===== src/rtl/dither_pkg.sv =====
package dither_pkg;

   typedef struct packed {
      logic       on;
      logic [2:0] sh;
   } depth_dec_t;

   // depth code -> multiple of the 0.5% unit (as a left shift)
   function automatic depth_dec_t depth_decode(input logic [2:0] code);
      depth_dec_t d;
      unique case (code)
         3'b000:  d = '{on: 1'b1, sh: 3'd0};
         3'b001:  d = '{on: 1'b1, sh: 3'd1};
         3'b010:  d = '{on: 1'b1, sh: 3'd2};
         3'b100:  d = '{on: 1'b1, sh: 3'd3};
         3'b111:  d = '{on: 1'b1, sh: 3'd4};
         default: d = '{on: 1'b0, sh: 3'd0};
      endcase
      return d;
   endfunction

   // rate code -> log2 of the sweep period
   function automatic logic [5:0] period_log2(input logic [1:0] code,
                                              input int unsigned base_log2);
      unique case (code)
         2'b00:   return 6'(base_log2 + 2);
         2'b01:   return 6'(base_log2 + 1);
         default: return 6'(base_log2);
      endcase
   endfunction

endpackage


===== src/rtl/dither_depth.sv =====
module dither_depth
   import dither_pkg::*;
#(
   parameter int unsigned FCW_W     = 24,
   parameter bit          FINE_CORR = 1'b0
) (
   input  logic [FCW_W-1:0] nom_fcw,
   input  logic [2:0]       depth_code,
   output logic [FCW_W-1:0] dmax
);

   logic [FCW_W-1:0] unit_dev;
   depth_dec_t       dec;

   generate
      if (FINE_CORR) begin : g_fine
         assign unit_dev = (nom_fcw >> 8) + (nom_fcw >> 10) + (nom_fcw >> 12);
      end else begin : g_coarse
         assign unit_dev = (nom_fcw >> 8) + (nom_fcw >> 10);
      end
   endgenerate

   always_comb begin
      dec  = depth_decode(depth_code);
      dmax = dec.on ? (unit_dev << dec.sh) : '0;
   end

endmodule


===== src/rtl/dither_sweep.sv =====
module dither_sweep
   import dither_pkg::*;
#(
   parameter int unsigned BASE_LOG2 = 11,
   localparam int unsigned CNT_W    = BASE_LOG2 + 2
) (
   input  logic             clk,
   input  logic             rst_n,
   input  logic             spread_en,
   input  logic [2:0]       depth_sel,
   input  logic [1:0]       rate_sel,
   output logic [CNT_W-1:0] step_k,
   output logic [5:0]       half_log2,
   output logic [2:0]       depth_o
);

   logic [CNT_W-1:0] cnt_q;
   logic [1:0]       rate_q;
   logic [2:0]       depth_q;
   logic [1:0]       rate_eff;
   logic [5:0]       per_log2;
   logic [CNT_W-1:0] last_step;
   logic [CNT_W-1:0] mask;
   logic             at_top;

   assign at_top    = (cnt_q == '0);
   assign rate_eff  = at_top ? rate_sel  : rate_q;
   assign depth_o   = at_top ? depth_sel : depth_q;
   assign per_log2  = period_log2(rate_eff, BASE_LOG2);
   assign half_log2 = per_log2 - 6'd1;
   assign mask      = (CNT_W'(1) << per_log2) - CNT_W'(1);
   assign last_step = mask;

   // descending half: k = cnt; ascending half: k = P - cnt (= -cnt mod P)
   always_comb begin
      if (cnt_q <= (CNT_W'(1) << half_log2))
         step_k = cnt_q;
      else
         step_k = (-cnt_q) & mask;
   end

   always_ff @(posedge clk or negedge rst_n) begin
      if (!rst_n) begin
         cnt_q   <= '0;
         rate_q  <= '0;
         depth_q <= '0;
      end else begin
         rate_q  <= rate_eff;
         depth_q <= depth_o;
         if (!spread_en)
            cnt_q <= '0;
         else if (cnt_q == last_step)
            cnt_q <= '0;
         else
            cnt_q <= cnt_q + CNT_W'(1);
      end
   end

   a_r4_wrap_at_end: assert property (@(posedge clk) disable iff (!rst_n)
      (spread_en && cnt_q == last_step) |=> (cnt_q == '0));

   a_r7_cfg_held_mid_sweep: assert property (@(posedge clk) disable iff (!rst_n)
      ($past(spread_en) && cnt_q != '0) |-> (depth_o == $past(depth_o) && half_log2 == $past(half_log2)));

   a_r5_restart_at_top: assert property (@(posedge clk) disable iff (!rst_n)
      !spread_en |=> (cnt_q == '0));

endmodule


===== src/rtl/dither_scale.sv =====
module dither_scale #(
   parameter int unsigned FCW_W = 24,
   parameter int unsigned CNT_W = 13,
   localparam int unsigned PW   = FCW_W + CNT_W
) (
   input  logic             clk,
   input  logic             rst_n,
   input  logic [FCW_W-1:0] dmax,
   input  logic [CNT_W-1:0] step_k,
   input  logic [5:0]       half_log2,
   output logic [FCW_W-1:0] offset
);

   logic [PW-1:0] prod;

   assign prod   = PW'(dmax) * PW'(step_k);
   assign offset = FCW_W'(prod >> half_log2);

   a_r6_offset_within_depth: assert property (@(posedge clk) disable iff (!rst_n)
      offset <= dmax);

endmodule


===== src/rtl/spread_dither_mod.sv =====
module spread_dither_mod #(
   parameter int unsigned FCW_W     = 24,
   parameter int unsigned BASE_LOG2 = 11,
   parameter bit          FINE_CORR = 1'b0
) (
   input  logic             clk,
   input  logic             rst_n,
   input  logic             spread_en,
   input  logic [2:0]       depth_sel,
   input  logic [1:0]       rate_sel,
   input  logic [FCW_W-1:0] nom_fcw,
   output logic [FCW_W-1:0] fcw_out
);

   localparam int unsigned CNT_W = BASE_LOG2 + 2;

   generate
      if (FCW_W < 16) begin : g_bad_width
         $error("FCW_W must be at least 16");
      end
      if (BASE_LOG2 < 2 || BASE_LOG2 > 24) begin : g_bad_rate
         $error("BASE_LOG2 out of range");
      end
   endgenerate

   logic [CNT_W-1:0] step_k;
   logic [5:0]       half_log2;
   logic [2:0]       depth_code;
   logic [FCW_W-1:0] dmax;
   logic [FCW_W-1:0] offset;

   dither_sweep #(.BASE_LOG2(BASE_LOG2)) u_sweep (
      .clk       (clk),
      .rst_n     (rst_n),
      .spread_en (spread_en),
      .depth_sel (depth_sel),
      .rate_sel  (rate_sel),
      .step_k    (step_k),
      .half_log2 (half_log2),
      .depth_o   (depth_code)
   );

   dither_depth #(.FCW_W(FCW_W), .FINE_CORR(FINE_CORR)) u_depth (
      .nom_fcw    (nom_fcw),
      .depth_code (depth_code),
      .dmax       (dmax)
   );

   dither_scale #(.FCW_W(FCW_W), .CNT_W(CNT_W)) u_scale (
      .clk       (clk),
      .rst_n     (rst_n),
      .dmax      (dmax),
      .step_k    (step_k),
      .half_log2 (half_log2),
      .offset    (offset)
   );

   always_ff @(posedge clk or negedge rst_n) begin
      if (!rst_n)
         fcw_out <= '0;
      else if (spread_en)
         fcw_out <= nom_fcw - offset;
      else
         fcw_out <= nom_fcw;
   end

   a_r1_never_above_nominal: assert property (@(posedge clk) disable iff (!rst_n)
      1'b1 |=> (fcw_out <= $past(nom_fcw)));

   a_r5_bypass_when_off: assert property (@(posedge clk) disable iff (!rst_n)
      !spread_en |=> (fcw_out == $past(nom_fcw)));

endmodule


===== config.mk =====
export PLATFORM = sky130hd
export DESIGN_NAME = spread_dither_mod
export DESIGN_NICKNAME = d
export VERILOG_FILES = /design/src/rtl/dither_pkg.sv /design/src/rtl/dither_depth.sv /design/src/rtl/dither_sweep.sv /design/src/rtl/dither_scale.sv /design/src/rtl/spread_dither_mod.sv
export SDC_FILE = /design/constraint.sdc
export NUM_CORES = 1
export LEC_CHECK = 0
export BUFFER_PORTS_ARGS = -buffer_cell sky130_fd_sc_hd__buf_2
export CAP_MARGIN = 20
export CELL_PAD_IN_SITES_DETAIL_PLACEMENT = 1
export CELL_PAD_IN_SITES_GLOBAL_PLACEMENT = 1
export CORE_MARGIN = 2
export CORE_UTILIZATION = 50
export CTS_CLUSTER_DIAMETER = 60
export DETAILED_ROUTE_END_ITERATION = 8
export PLACE_DENSITY = 0.91
export SLEW_MARGIN = 30
export SYNTH_ARGS = -nofsm -noshare
export SYNTH_HDL_FRONTEND = slang
export SYNTH_SLANG_ARGS = --single-unit

===== constraint.sdc =====
create_clock -name clk -period 15.7 [get_ports clk]
set_input_delay 3.14 -clock clk [delete_from_list [all_inputs] [get_ports clk]]
set_output_delay 3.14 -clock clk [all_outputs]
set_load 0.02 [all_outputs]

Yosys cells after proc, flatten, opt, wreduce, memory -nomap -nowiden
Cells that the tools add are included.
{ "word_totals": {"register_bits": 42, "latchBits": 0, "ram_bits": 0, "mem_bits_ro": 0, "input_bits": 32, "out_inout_bits": 24, "wordCells": 35, "n_memories": 0} }
{ "classes": {"addsub": 6, "mul": 1, "div_mod_pow": 0, "order_cmp": 1, "n_eq_ne": 6, "shift": 4, "mux": 9, "bitwise": 1, "reduce_logical": 3} }
{ "ops": {"columns": ["op", "count"], "rows": [
  ["$mux 24", 2],
  ["$mux 13", 3],
  ["$mul 24x13->37", 1],
  ["$shr 37x6->24", 1],
  ["$shl 24x3->24", 1],
  ["$sub 24x24->24", 1],
  ["$pmux 4 s5", 1],
  ["$add 16x14->17", 1],
  ["$add 13x1->13 const B", 1],
  ["$and 13x13->13", 1],
  ["$eq 13x13->1", 1],
  ["$le 13x13->1", 1],
  ["$logic_not 13->1", 1],
  ["$neg 13->13", 1],
  ["$shl 1x4->13 const A", 1],
  ["$shl 1x6->13 const A", 1],
  ["$sub 13x2->13 const B", 1],
  ["$eq 3x3->1 const B", 2],
  ["$pmux 3 s2", 1],
  ["$sub 4x1->5 const B", 1],
  ["$eq 3x1->1 const B", 1],
  ["$eq 3x2->1 const B", 1],
  ["$logic_not 3->1", 1],
  ["$mux 3", 1],
  ["other kinds (3)", 3]
]} }

Depth between registers and ports, before layout
Gate-level depths: netlist of the first run.
{ "depth": {"depth_word": 12, "mapped_depth": 53, "depth_no_buf": 50} }

Hierarchy
Synthesis of the first run repeated with hierarchy kept, for this count alone.
{ "hier_totals": {"cells_unflattened": 2198, "area_unflattened_um2": 17892.2} }
{ "by_module_without_submodules": {"columns": ["module", "instances", "cells_each", "area_each_um2", "seq_area_each_um2"], "rows": [
  ["dither_scale", 1, 1498, 12378.1, 0.0],
  ["spread_dither_mod", 1, 278, 2376.0, 600.6],
  ["dither_depth", 1, 263, 1742.9, 0.0],
  ["dither_sweep", 1, 159, 1395.1, 450.4]
]} }

Worst setup path before layout of the first run
Ideal clock, no wire load.
{ "synth_timing": {"kind": "input-to-reg", "startpoint": "in rate_sel[1]", "endpoint": "reg fcw_out[23]", "setup_time_ps": 90, "arrival_time_ps": 13186, "required_ps": 15610, "path_slack_ps": 2424, "cell_stages": 47, "path_buffers": 4, "path_cell_list": "mux2i_1 clkbuf_1 clkbuf_1 ha_1 o21ai_0 a22oi_1 o41a_1 clkbuf_1 o31ai_1 xor2_1 clkbuf_1 nor2_1 fa_1 inv_1 fa_1 inv_1 fa_1 inv_1 [... 11 more ...] a21oi_1 o21ai_0 mux2_2 nor2_1 a21oi_1 ha_1 o21ai_0 a21oi_1 or4_1 nand3_1 a31oi_1 o221a_2 nor4_1 o41ai_1 a31oi_1 nand2_1 a221o_1 o2111ai_1"} }
{ "synth_between": {"elab_chain_cells": 11, "elab_cells_between_ends": 15, "cone_classes": "add/sub: 3; mul: 1; order compare: 1; eq/ne: 1; shift: 3; mux: 4; bitwise: 1; reduce/logical: 1"} }
{ "synth_rtl": {"columns": ["element", "line_no", "rtl"], "rows": [
  ["from (decl)", "spread_dither_mod.sv:10", "input logic [1:0] rate_sel,"],
  ["$mux 2 (*)", "dither_sweep.sv:27", "assign rate_eff = at_top ? rate_sel : rate_q;"],
  ["$eq 2x1->1 / $logic_not 2->1 (equally long branches)", "dither_pkg.sv:25", "unique case (code)"],
  ["$pmux 3 s2 (*)", "dither_pkg.sv:25", null],
  ["$sub 4x1->5 / $shl 1x4->13 (equally long branches)", "dither_sweep.sv:30, dither_sweep.sv:31", null],
  ["$shl 1x6->13 / $sub 13x2->13 (equally long branches)", "dither_sweep.sv:36, dither_sweep.sv:31", null],
  ["$le 13x13->1 / $and 13x13->13 (equally long branches)", "dither_sweep.sv:36, dither_sweep.sv:39", null],
  ["$mux 13", "dither_sweep.sv:36", "if (cnt_q <= (CNT_W'(1) << half_log2))"],
  ["$mul 24x13->37", "dither_scale.sv:16", "assign prod = PW'(dmax) * PW'(step_k);"],
  ["$shr 37x6->24 (*)", "dither_scale.sv:17", "assign offset = FCW_W'(prod >> half_log2);"],
  ["$sub 24x24->24 (*)", "spread_dither_mod.sv:62", "fcw_out <= nom_fcw - offset;"],
  ["$mux 24 (*)", "spread_dither_mod.sv:61", "else if (spread_en)"],
  ["to (signal assigned)", "spread_dither_mod.sv:62", null],
  ["to (signal assigned)", "spread_dither_mod.sv:64", "fcw_out <= nom_fcw;"],
  ["to (decl)", "spread_dither_mod.sv:12", "output logic [FCW_W-1:0] fcw_out"]
]} }
Mark *: on every way between the ends. The rest lies on a longest branch, timed or not.

Worst setup path in the final report of the first run
{ "layout_timing": {"startpoint": "in rate_sel[0]", "endpoint": "reg fcw_out[23]"} }
The elaborated chain is that of the path after synthesis.

==> summary.txt, run 1 <==
Route
  • WL/cell: ~22 um
  • DR pass1 iterations: 5
  • WL final: approximately 48 mm
  • Antenna viol nets, final: 0
  • Routed vias: around 13000
  • DRT iter0 DRCs: 985
  • DR DRC count: 0
  • Avg Vias per Cell: approximately 5.9

Clocking
  • CTS tree: built
  • CTS buffer count: 5
  • H-Tree Depth: 2
  • Clk sinks: between 40 and 50
  • Latest clock arrival within the worst-skew pair: approximately 0.3 ns
  • Hold Buf Count CTS: 0
  • Clock root cell: clkbuf_16
  • CTS clk-pin slew, worst paths: approximately 0.07 ns
  • Clock Path Buffers: 2

Hold path
  • Hold Path Depth: 2
  • Hold Crit Endpoint: u_sweep.cnt_q[3]$_DFF_PN0_
  • Hold Startpoint: u_sweep.cnt_q[3]$_DFF_PN0_
  • Hold Path Class: reg -> reg

Yosys
  • Post-synth EDFFs: 0
  • Sequential share of the synthesized area: roughly 7.3%
  • Fraction of registers with async set/reset: 100%
  • Netlist cell types: slightly above 80
  • Seq cells post-synth: 42
  • Synthesis warning total: 0
  • Most used DFF post-synth: dfrtp_1
  • Post-Syn Area: about 0.014 mm^2
  • Syn avg cell area: 8.28 um^2
  • Syn Inst Count: between 1500 and 2000

Setup path
  • Worst EP required: approximately 16 ns
  • Family with the most delay on the worst path: compound AO/OA/AOI/OAI gates
  • CP Capture Type: flop
  • Critical Path Source Type: input port
  • CP arrival: around 15 ns
  • R2R Setup Slk: between 1 and 1.5 ns
  • Worst r2r src: u_sweep.cnt_q[0]$_DFF_PN0_
  • Crit path max fanout: 25
  • Buf+Inv Stages, Crit Path: 7
  • Worst r2r path cells: between 40 and 50
  • Worst path slowest cell: xor2_1
  • Crit Path Category: in -> reg
  • Crit Reg-Reg Endpoint: fcw_out[23]$_DFF_PN0_
  • Slowest stage delay, CP: about 0.74 ns
  • Top cell by count, worst path: fa_1

Layout
  • Post-Layout Cell Count: approximately 2200
  • Most common cell after layout, fill and taps aside: inv_1
  • Final core utilization: 54.7%
  • Area grow syn2layout: 7.03%
  • Nets@finish: between 2000 and 2500
  • Most frequent cells in the layout: 305 x inv_1, 243 x fa_1, 223 x nand2_1, 169 x nor2_1, 121 x ha_1
  • Share of post-route cells with drive strength above 1: between 8 and 9%
  • Ant. Diodes: 0
  • Filler instances: ~3400

Floorplan
  • Core ar.: roughly 0.028 mm^2
  • Num rows: 61
  • Die W: approximately 170 um
  • Starting density of the core: between 50% and 60%
  • Die area: roughly 0.03 mm^2
  • Top-level port count: 56
  • Die Y: about 170 um

Pwr
  • Net Sw Power: 1.40 mW
  • Comb power frac: 88.6%
  • Sequential power share: between 6 and 7%
  • Leakage power: approximately 7.6 nW
  • Internal cell power: roughly 0.99 mW
  • Worst vdd ir: slightly below 90 uV
  • Net Sw Frac: between 50% and 60%
  • Pwr dens: 156 mW/mm^2
  • Clock power share: around 4.6%

Flow run
  • Maxcap violations: 0

Timing
  • Post-route minimum period: around 15 ns
  • Max Clk Rate: 0.0666 GHz
  • Slew headroom: 31.4%
  • Least-Margin Pin Slew: slightly above 1 ns
  • Clk_skew: between 0.015 and 0.02 ns
  • Final Hold Fails: 0
  • TNS Setup: 0 ns
  • Final setup vio count: 0
  • RSZ-0062 raised after global routing: no
  • Max Transition Viols Final: 0
  • Tcrit/Tclk final: between 90% and 100%

Place
  • PortBufs: 55
  • Placed insts: about 2200
  • Detailed placement HPWL: 40.3 mm
  • Routability cong.: roughly 0.93

Global routing
  • Number of global-route vias before repair: 14900
  • Overall routing resource usage: about a third
  • GR Overflow Total: 0
  • Wire length of the first global-routing pass: 78.6 mm
  • Largest net degree at the start of global routing: 43
  • Initial antenna violation count: 3

Outcome
  • Status: finished, final reports clean
[worst max path at each step]
stage	startpoint	end	slack [ns]	cells after the start
5_1_grt	rate_sel[0]	fcw_out[23]$_DFF_PN0_	0.07	45
3_3_place_gp	rate_sel[0]	fcw_out[23]$_DFF_PN0_	1.34	46
4_1_cts	rate_sel[0]	fcw_out[23]$_DFF_PN0_	0.68	46
3_5_place_dp	rate_sel[0]	fcw_out[23]$_DFF_PN0_	0.53	46
2_1_floorplan	rate_sel[1]	fcw_out[23]$_DFF_PN0_	2.42	47
6_report	rate_sel[0]	fcw_out[23]$_DFF_PN0_	0.69	45
[what timing repair did]
item,4_1_cts,5_1_grt
endpoints found under the setup margin,0,1
hold endpoints to repair,0,0
gates resized for setup,0,1
setup buffers,0,0
[tightest hold or removal path: cells and delay by family, from the launching register on]
kind	cells	cell delay (ns)
flip-flops	1	0.48
XOR/XNOR	1	0.10
AND/OR/NAND/NOR	1	0.08
[per-stage QoR]
stage / setup slack (ns) / total power [mW] / hold slack, ns / area (um^2)
2_1_floorplan: 2.42 / 1.63 / 0.593 / 14500
3_3_place_gp: 1.34 / 2.08 / 0.639 / 15200
3_5_place_dp: 0.528 / 2.22 / 0.672 / 15200
4_1_cts: 0.676 / 2.35 / 0.689 / 15300
5_1_grt: 0.0677 / 2.59 / 0.743 / 15300
6_report: 0.687 / 2.39 / 0.701 / 15300
[cells by family (layout without fill, tap and decap cells)]
group / Yosys count / after routing / synth area share (%)
buffers and inverters: 372 / 396 / 9.95
adders and majority gates: 366 / 366 / 44.7
and+or+nand+nor: 560 / 560 / 17.5
muxes: 45 / 45 / 3.38
xor gates and xnor gates: 72 / 72 / 4.40
DFF: 42 / 42 / 7.34
AOI/OAI and AO/OA: 271 / 271 / 12.7
other: 2 / 40 / 0.0524
[state kept, by name (all words and copies together) (netlist names)]
signal	flops
u_sweep.rate_q	2
u_sweep.cnt_q	13
fcw_out	24
u_sweep.depth_q	3
[metal layers]
metal	part of all wire (%)	routed length (um)	GRT usage (%)
met1	37	18100	38.2
met2	52	25000	60.6
met4	5.6	2710	17.4
met3	5.4	2600	3.57
met5	0	0	0
[power groups by stage]
stage,combinational (mW),clock [mW],sequential [mW]
6_report,2.12,0.110,0.163
5_1_grt,2.31,0.114,0.167
4_1_cts,2.08,0.110,0.162
3_5_place_dp,2.06,0,0.164
3_3_place_gp,1.92,0,0.161
2_1_floorplan,1.43,0,0.203
[cells in the mapped netlist, drive strengths merged (8+ instances only)]
library cell | number | area [um^2]
a211oi | 12 | 95.1
a21o | 26 | 195
a21oi | 78 | 405
a22oi | 8 | 60.1
a31oi | 10 | 68.8
and2 | 33 | 206
and3 | 10 | 62.6
buf | 12 | 70.1
clkbuf | 52 | 199
dfrtp | 42 | 1050
fa | 243 | 4860
ha | 121 | 1510
inv | 306 | 1150
mux2 | 21 | 240
mux2i | 24 | 244
nand2 | 224 | 843
nand2b | 13 | 81.3
nand3 | 33 | 165
nor2 | 169 | 634
nor2b | 11 | 68.8
nor3 | 22 | 110
nor4 | 9 | 71.3
o211ai | 10 | 75.1
o21a | 12 | 90.1
o21ai | 58 | 290
or2 | 8 | 52.6
or4 | 8 | 71.3
xnor2 | 42 | 368
xor2 | 30 | 263
[final cells by class]
cell class,instances,area (um^2),area share [%]
Clock buffer,5,125,0.816
Clock inverter,3,18.8,0.122
Inverter,308,1160,7.56
Multi-Input combinational cell,1354,12000,78.5
Sequential cell,42,1050,6.86
Tap cell,378,473,3.08
Timing Repair Buffer,80,465,3.04
Power figures use the tool's default switching activity.
==> inputs of run 2 (changes only) <==
--- a/config.mk
+++ b/config.mk
@@ -6,14 +6,14 @@
 export NUM_CORES = 1
 export LEC_CHECK = 0
 export BUFFER_PORTS_ARGS = -buffer_cell sky130_fd_sc_hd__buf_2
-export CAP_MARGIN = 20
+export CAP_MARGIN = 30
 export CELL_PAD_IN_SITES_DETAIL_PLACEMENT = 1
-export CELL_PAD_IN_SITES_GLOBAL_PLACEMENT = 1
+export CELL_PAD_IN_SITES_GLOBAL_PLACEMENT = 2
 export CORE_MARGIN = 2
-export CORE_UTILIZATION = 50
+export CORE_UTILIZATION = 40
 export CTS_CLUSTER_DIAMETER = 60
 export DETAILED_ROUTE_END_ITERATION = 8
-export PLACE_DENSITY = 0.91
+export PLACE_DENSITY = 0.9
 export SLEW_MARGIN = 30
 export SYNTH_ARGS = -nofsm -noshare
 export SYNTH_HDL_FRONTEND = slang
==> run 2 against run 1 <==
Compared with the run above: critical path depth is 1 lower; sequential share of layout area is 0.064 points lower; maximum frequency is 3.0% higher; sequential power hardly changed; non-clock buffer count is 2 higher; first-iteration DRC count is 28% lower; final cell count is 3.9% higher; die area is 24% higher; clock skew is 0.0085 ns lower; clock-buffer cell count stayed put; critical path type unchanged.
==> summary.txt, run 2 (synthesis results as in run 1) <==
Floorplan
  • Starting density of the core: 40.5% (-11 points)
  • Die W: 193 um (+12%)
  • Num rows: 69 (+13%)
  • Top-level port count: 56 (unchanged)
  • Die area: 0.0373 mm^2 (+24%)
  • Die Y: 193 um (+12%)
  • Core ar.: 0.0354 mm^2 (+26%)

Global routing
  • GR Overflow Total: 0 (unchanged)
  • Overall routing resource usage: 24.0% (-9.2 points)
  • Largest net degree at the start of global routing: 43 (unchanged)
  • Wire length of the first global-routing pass: 71.5 mm (-9.1%)
  • Initial antenna violation count: 1 (-2)
  • Number of global-route vias before repair: 13500 (-9.5%)

Timing
  • Post-route minimum period: 14.57 ns (-0.441 ns)
  • Min Hold Slack: 0.737 ns (+0.0368 ns)
  • RSZ-0062 raised after global routing: no
  • Final Hold Fails: 0 (unchanged)
  • TNS Setup: 0 ns (unchanged)
  • Slew headroom: 35.1% (+3.7 points)
  • Final setup vio count: 0 (unchanged)
  • Max Clk Rate: 0.0686 GHz (+3.0%)
  • Max Transition Viols Final: 0 (unchanged)
  • Clk_skew: 0.00661 ns (-0.00854 ns)
  • Least-Margin Pin Slew: 0.969 ns (-0.0561 ns)
  • Tcrit/Tclk final: 92.8% (-2.8 points)

Pwr
  • Sequential power share: 6.9% (about the same)
  • Comb power frac: 87.8% (-0.8 points)
  • Clock power share: 5.3% (+0.7 points)
  • Pwr dens: 152 mW/mm^2 (-2.7%)
  • Net Sw Power: 1.35 mW (-3.7%)
  • Net Sw Frac: 57.5% (-1.1 points)
  • Overall power: 2.35 mW (-1.8%)
  • Leakage power: 7.64 nW (+0.27%)
  • Internal cell power: 0.997 mW (+0.77%)
  • Worst vdd ir: 114 uV (+31%)

Clocking
  • Post-CTS Resized: 0 (unchanged)
  • CTS buffer count: 5 (unchanged)
  • Clock root cell: clkbuf_16
  • H-Tree Depth: 2 (unchanged)
  • CTS tree: built
  • Clock Path Buffers: 2 (unchanged)
  • CTS clk-pin slew, worst paths: 0.07 ns (about the same)
  • Post CTS Setup Buffer Count: 0 (unchanged)
  • Hold Buf Count CTS: 0 (unchanged)
  • Latest clock arrival within the worst-skew pair: 0.29 ns (about the same)
  • Clk sinks: 42 (unchanged)

Setup path
  • Buf+Inv Stages, Crit Path: 6 (-1)
  • CP arrival: 14.78 ns (-0.45 ns)
  • CP Capture Type: flop
  • Worst path slowest cell: xnor2_1
  • Worst EP required: 15.91 ns (about the same)
  • Top cell by count, worst path: fa_1
  • Slowest stage delay, CP: 0.65 ns (-0.09 ns)
  • Family with the most delay on the worst path: compound AO/OA/AOI/OAI gates
  • Crit Path Category: in -> reg
  • Critical Path Source Type: input port
  • Crit path max fanout: 25 (unchanged)

Route
  • Antenna viol nets, final: 0 (unchanged)
  • WL/cell: 19.6 um (-12%)
  • DR DRC count: 0 (unchanged)
  • WL final: 44.1 mm (-8.9%)
  • Routed vias: 12100 (-6.0%)
  • Avg Vias per Cell: 5.37 (-9.6%)
  • DR pass1 iterations: 5 (unchanged)
  • DRT iter0 DRCs: 710 (-28%)

Layout
  • Most frequent cells in the layout: 306 x inv_1, 243 x fa_1, 223 x nand2_1, 169 x nor2_1, 121 x ha_1
  • Final core utilization: 43.7% (-11 points)
  • Largest regs: fcw_out (24), u_sweep.cnt_q (13), u_sweep.depth_q (3)
  • Share of post-route cells with drive strength above 1: 8.14% (+0.047 points)
  • Most common cell after layout, fill and taps aside: inv_1
  • Reg with most FFs: fcw_out
  • Max reg flops: 24 (unchanged)
  • Ant. Diodes: 0 (unchanged)
  • Nets@finish: 2189 (+0.091%)
  • Area grow syn2layout: 8.04%

Flow run
  • Maxcap violations: 0 (unchanged)

Outcome
  • Status: finished, final reports clean

Place
  • Detailed placement HPWL: 37.3 mm (-7.3%)
  • Routability cong.: 0.895 (-3.7%)
  • PortBufs: 55 (unchanged)

Hold path
  • Hold Path Class: reg -> reg
## run 2: area by class of cell
type                       count  area, um^2
clock buffer                   5         125
clock inverter                 3        43.8
fill                        4346       19900
inverter                     308        1160
multi-input combinational   1354       12000
sequential                    42        1050
tap                          461         577
timing repair buffer          82         480
## run 2: worst min-delay path, stage by stage (launching register included)
cell     delay, ns
dfrtp_1       0.48
xor2_1        0.11
nor2_1        0.10
## run 2: power by group through the flow
stage	logic (mW)	registers (mW)	clock network, mW
finish	2.06	0.162	0.124
CTS	2.06	0.161	0.126
global route	2.29	0.165	0.131
detailed placement	2.04	0.164	0
global placement	1.97	0.162	0
floorplan	1.43	0.203	0
## run 2: layer usage
metal | up-vias | wire length (um) | GRT usage [%]
met4 | 0 | 1280 | 6.59
li1 | 5605 | - | -
met1 | 6245 | 19000 | 30.9
met3 | 66 | 1390 | 1.97
met5 | - | 0 | 0
met2 | 201 | 22500 | 43.2
## run 2: worst paths after layout
| path | from | cells after the start | slack, ns | endpoint |
|---|---|---|---|---|
| max | rate_sel[0] | 44 | 1.13 | fcw_out[23]$_DFF_PN0_ |
| min | u_sweep.cnt_q[3]$_DFF_PN0_ | 2 | 0.74 | u_sweep.cnt_q[3]$_DFF_PN0_ |
| max reg2reg | u_sweep.cnt_q[0]$_DFF_PN0_ | 47 | 1.69 | fcw_out[23]$_DFF_PN0_ |
| min reg2reg | u_sweep.cnt_q[3]$_DFF_PN0_ | 2 | 0.74 | u_sweep.cnt_q[3]$_DFF_PN0_ |
| max in group asynchronous | rst_n | 1 | 12.40 | u_sweep.cnt_q[0]$_DFF_PN0_ |
| min in group asynchronous | rst_n | 1 | 2.84 | fcw_out[18]$_DFF_PN0_ |
## run 2: metrics by stage
| stage | std cells | instance area [um^2] | setup WS (ns) |
|---|---|---|---|
| after floorplan | 1768 | 14500 | 2.42 |
| after global routing | 2255 | 15500 | 0.111 |
| after global placement | 2246 | 15300 | 1.17 |
| final | 2255 | 15500 | 1.13 |
| after detailed placement | 2247 | 15300 | 0.814 |
| after CTS | 2255 | 15500 | 1.06 |
==> inputs of run 3 (changes only) <==
--- a/config.mk
+++ b/config.mk
@@ -5,16 +5,18 @@
 export SDC_FILE = /design/constraint.sdc
 export NUM_CORES = 1
 export LEC_CHECK = 0
+export ABC_AREA = 1
 export BUFFER_PORTS_ARGS = -buffer_cell sky130_fd_sc_hd__buf_2
 export CAP_MARGIN = 30
 export CELL_PAD_IN_SITES_DETAIL_PLACEMENT = 1
 export CELL_PAD_IN_SITES_GLOBAL_PLACEMENT = 2
+export CORE_ASPECT_RATIO = 1.2
 export CORE_MARGIN = 2
-export CORE_UTILIZATION = 40
+export CORE_UTILIZATION = 39
 export CTS_CLUSTER_DIAMETER = 60
 export DETAILED_ROUTE_END_ITERATION = 8
-export PLACE_DENSITY = 0.9
-export SLEW_MARGIN = 30
+export PLACE_DENSITY = 0.91
+export SLEW_MARGIN = 40
 export SYNTH_ARGS = -nofsm -noshare
 export SYNTH_HDL_FRONTEND = slang
 export SYNTH_SLANG_ARGS = --single-unit
==> run 3 against run 2 <==
Compared with the run above: via count increased by 4.1%; worst hold slack lost 0.21 ns; final cell count increased by 8.7%; wire length is 3.0% higher; die area rose by 2.5%; utilization fell by 0.84 points; sequential share of layout area about the same; highest routed layer unchanged.
==> summary.txt, run 3 <==
Floorplan
  • Die area: 0.0383 mm^2 (+2.5%)
  • Num rows: 76 (+10%)
  • Die W: 179 um (-7.4%)
  • Core ar.: 0.0360 mm^2 (+1.8%)
  • Die Y: 214 um (+11%)
  • Top-level port count: 56 (unchanged)
  • Starting density of the core: 39.7% (-0.74 points)

Yosys
  • Synthesis warning total: 0 (unchanged)
  • Syn avg cell area: 7.51 um^2 (-9.3%)
  • Fraction of registers with async set/reset: 100% (unchanged)
  • Most used DFF post-synth: dfrtp_1
  • Yosys top cell area share: 34.0% (about the same)
  • Syn Inst Count: 1906 (+10%)
  • Netlist cell types: 57 (-30%)
  • Cell taking the most area after synthesis: fa_1
  • Top cells by area, synth: fa_1 34%, nand2_1 11%, ha_1 11%
  • Sequential share of the synthesized area: 7.34% (about the same)
  • Commonest cells post-synth: 426 x nand2_1, 387 x inv_1, 243 x fa_1, 194 x nor2_1, 121 x ha_1
  • Post-Syn Area: 0.0143 mm^2 (about the same)
  • Count leader, synth: nand2_1
  • Seq cells post-synth: 42 (unchanged)
  • Post-synth EDFFs: 0 (unchanged)

Setup path
  • Worst path slowest cell: xor2_1
  • Crit path max fanout: 22 (-12%)
  • Worst r2r path cells: 53 (+13%)
  • Crit Reg-Reg Endpoint: fcw_out[22]$_DFF_PN0_
  • CP Capture Type: flop
  • Crit Path Category: in -> reg
  • Slowest stage delay, CP: 0.76 ns (+0.11 ns)
  • CP arrival: 14.83 ns (+0.05 ns)
  • R2R Setup Slk: 2.39 ns (+0.70 ns)
  • Worst EP required: 15.86 ns (-0.05 ns)
  • Critical Path Source Type: input port
  • Worst r2r src: u_sweep.cnt_q[0]$_DFF_PN0_
  • Top cell by count, worst path: inv_1

Timing
  • Final Hold Fails: 0 (unchanged)
  • Slew headroom: 34.7% (-0.44 points)
  • Min Hold Slack: 0.531 ns (-0.206 ns)
  • Max Clk Rate: 0.0682 GHz (-0.63%)
  • Fin worst setup slack: 1.04 ns (-0.0922 ns)
  • Final setup vio count: 0 (unchanged)
  • Max Transition Viols Final: 0 (unchanged)
  • Least-Margin Pin Slew: 0.977 ns (+0.00756 ns)
  • Clk_skew: 0.0102 ns (+0.00364 ns)
  • Post-route minimum period: 14.66 ns (+0.0922 ns)
  • Tcrit/Tclk final: 93.4% (+0.59 points)
  • RSZ-0062 raised after global routing: no
  • TNS Setup: 0 ns (unchanged)

Pwr
  • Leakage power: 7.92 nW (+3.7%)
  • Pwr dens: 155 mW/mm^2 (+2.4%)
  • Worst vdd ir: 128 uV (+12%)
  • Overall power: 2.40 mW (+2.2%)

Place
  • Routability cong.: 0.937 (+4.7%)
  • Detailed placement HPWL: 39.0 mm (+4.4%)
  • PortBufs: 55 (unchanged)
  • Pre-CTS WS: 0.854 ns (+0.0399 ns)

Route
  • WL/cell: 18.5 um (-5.3%)
  • DRT iter0 DRCs: 528 (-26%)
  • Avg Vias per Cell: 5.15 (-4.2%)
  • Antenna viol nets, final: 0 (unchanged)
  • Routed vias: 12600 (+4.1%)
  • WL final: 45.4 mm (+3.0%)
  • DR DRC count: 0 (unchanged)
  • DR pass1 iterations: 5 (unchanged)

Clocking
  • H-Tree Depth: 2 (unchanged)
  • Latest clock arrival within the worst-skew pair: 0.29 ns (about the same)
  • CTS buffer count: 5 (unchanged)
  • Hold Buf Count CTS: 0 (unchanged)
  • CTS tree: built
  • Clock root cell: clkbuf_16
  • Clock Path Buffers: 2 (unchanged)
  • CTS clk-pin slew, worst paths: 0.06 ns (about the same)
  • Clk sinks: 42 (unchanged)

Layout
  • Most frequent cells in the layout: 426 x nand2_1, 387 x inv_1, 243 x fa_1, 194 x nor2_1, 121 x ha_1
  • Ant. Diodes: 0 (unchanged)
  • Largest regs: fcw_out (24), u_sweep.cnt_q (13), u_sweep.depth_q (3)
  • Most common cell after layout, fill and taps aside: nand2_1
  • Area grow syn2layout: 7.92%
  • Max reg flops: 24 (unchanged)
  • Share of post-route cells with drive strength above 1: 7.71% (-0.43 points)
  • Reg with most FFs: fcw_out
  • Nets@finish: 2379 (+8.7%)

Hold path
  • Hold Path Depth: 2 (unchanged)
  • Hold Crit Endpoint: u_sweep.rate_q[0]$_DFF_PN0_
  • Hold Startpoint: u_sweep.rate_q[0]$_DFF_PN0_
  • Hold Path Class: reg -> reg

Outcome
  • Status: finished, final reports clean

Global routing
  • Number of global-route vias before repair: 14100 (+5.1%)
  • Wire length of the first global-routing pass: 74.1 mm (+3.6%)
  • Largest net degree at the start of global routing: 43 (unchanged)
  • GR Overflow Total: 0 (unchanged)
  • Initial antenna violation count: 0 (-1)
  • Overall routing resource usage: 24.7% (+0.66 points)

Flow run
  • Maxcap violations: 0 (unchanged)
==> run 3: layout make-up <==
cell class              instances  area, um^2
fillers                      4537       20600
multi-input cells            1468       11800
inverters                     395        1490
flip-flops and latches         42        1050
well taps                     468         586
repair buffers                 71         398
clock buffers                   6         129
clock inverters                 2        37.5
==> run 3: cell families after synthesis <==
kind of cell    Yosys count  synth area share [%]
simple gates            773                  23.3
buf+inv                 434                  11.6
fa+ha+maj               364                  44.5
compound gates          220                  8.73
xor+xnor                 67                  4.20
flops                    42                  7.34
mux                       4                 0.280
other cells               2                0.0524
==> run 3: timing repair <==
item / 4_1_cts / 5_1_grt
hold endpoints to repair: 0 / 0
endpoints found under the setup margin: 0 / 1
gates resized for setup: 0 / 1
setup buffers: 0 / 0
==> run 3: worst max-delay path, delay by kind of cell <==
kind | cells | cell delay [ns]
buf+inv | 10 | 2.01
simple gates | 9 | 1.41
compound gates | 16 | 3.48
fa+ha+maj | 8 | 3.63
xor+xnor | 3 | 1.12
==> run 3: worst max-delay path by stage <==
| stage | cells after the start | end | slack [ns] | from |
|---|---|---|---|---|
| 3_3_place_gp | 43 | fcw_out[22]$_DFF_PN0_ | 1.43 | rate_sel[1] |
| 3_5_place_dp | 46 | fcw_out[22]$_DFF_PN0_ | 0.85 | rate_sel[1] |
| 6_report | 46 | fcw_out[22]$_DFF_PN0_ | 1.04 | rate_sel[1] |
| 2_1_floorplan | 48 | fcw_out[22]$_DFF_PN0_ | 3.07 | rate_sel[1] |
| 5_1_grt | 46 | fcw_out[22]$_DFF_PN0_ | 0.05 | rate_sel[1] |
| 4_1_cts | 46 | fcw_out[22]$_DFF_PN0_ | 1.11 | rate_sel[1] |
==> run 3: metal layers <==
| layer | GRT usage (%) | routed length (um) | vias to the layer above |
|---|---|---|---|
| met5 | 0 | 0 | - |
| met4 | 9.89 | 2130 | 0 |
| met3 | 0.870 | 1310 | 88 |
| met2 | 43.7 | 23000 | 280 |
| met1 | 31.3 | 19000 | 6350 |
| li1 | - | - | 5900 |
==> run 3: through the flow <==
stage | std cells | util, % | cell area [um^2]
2_1_floorplan | 1944 | - | 14500
3_3_place_gp | 2444 | 42.4 | 15300
3_5_place_dp | 2444 | 42.4 | 15300
4_1_cts | 2452 | 42.8 | 15400
5_1_grt | 2452 | 42.9 | 15500
6_report | 2452 | 42.9 | 15500
==> run 3: report_power, final <==
| group | internal [mW] | leakage, nW | switching, mW | total (mW) |
|---|---|---|---|---|
| registers | 0.146 | 0.525 | 0.00916 | 0.155 |
| clock network | 0.0751 | 0.0771 | 0.0438 | 0.119 |
| logic | 0.711 | 7.32 | 1.41 | 2.12 |
| total | 0.932 | 7.92 | 1.47 | 2.40 |
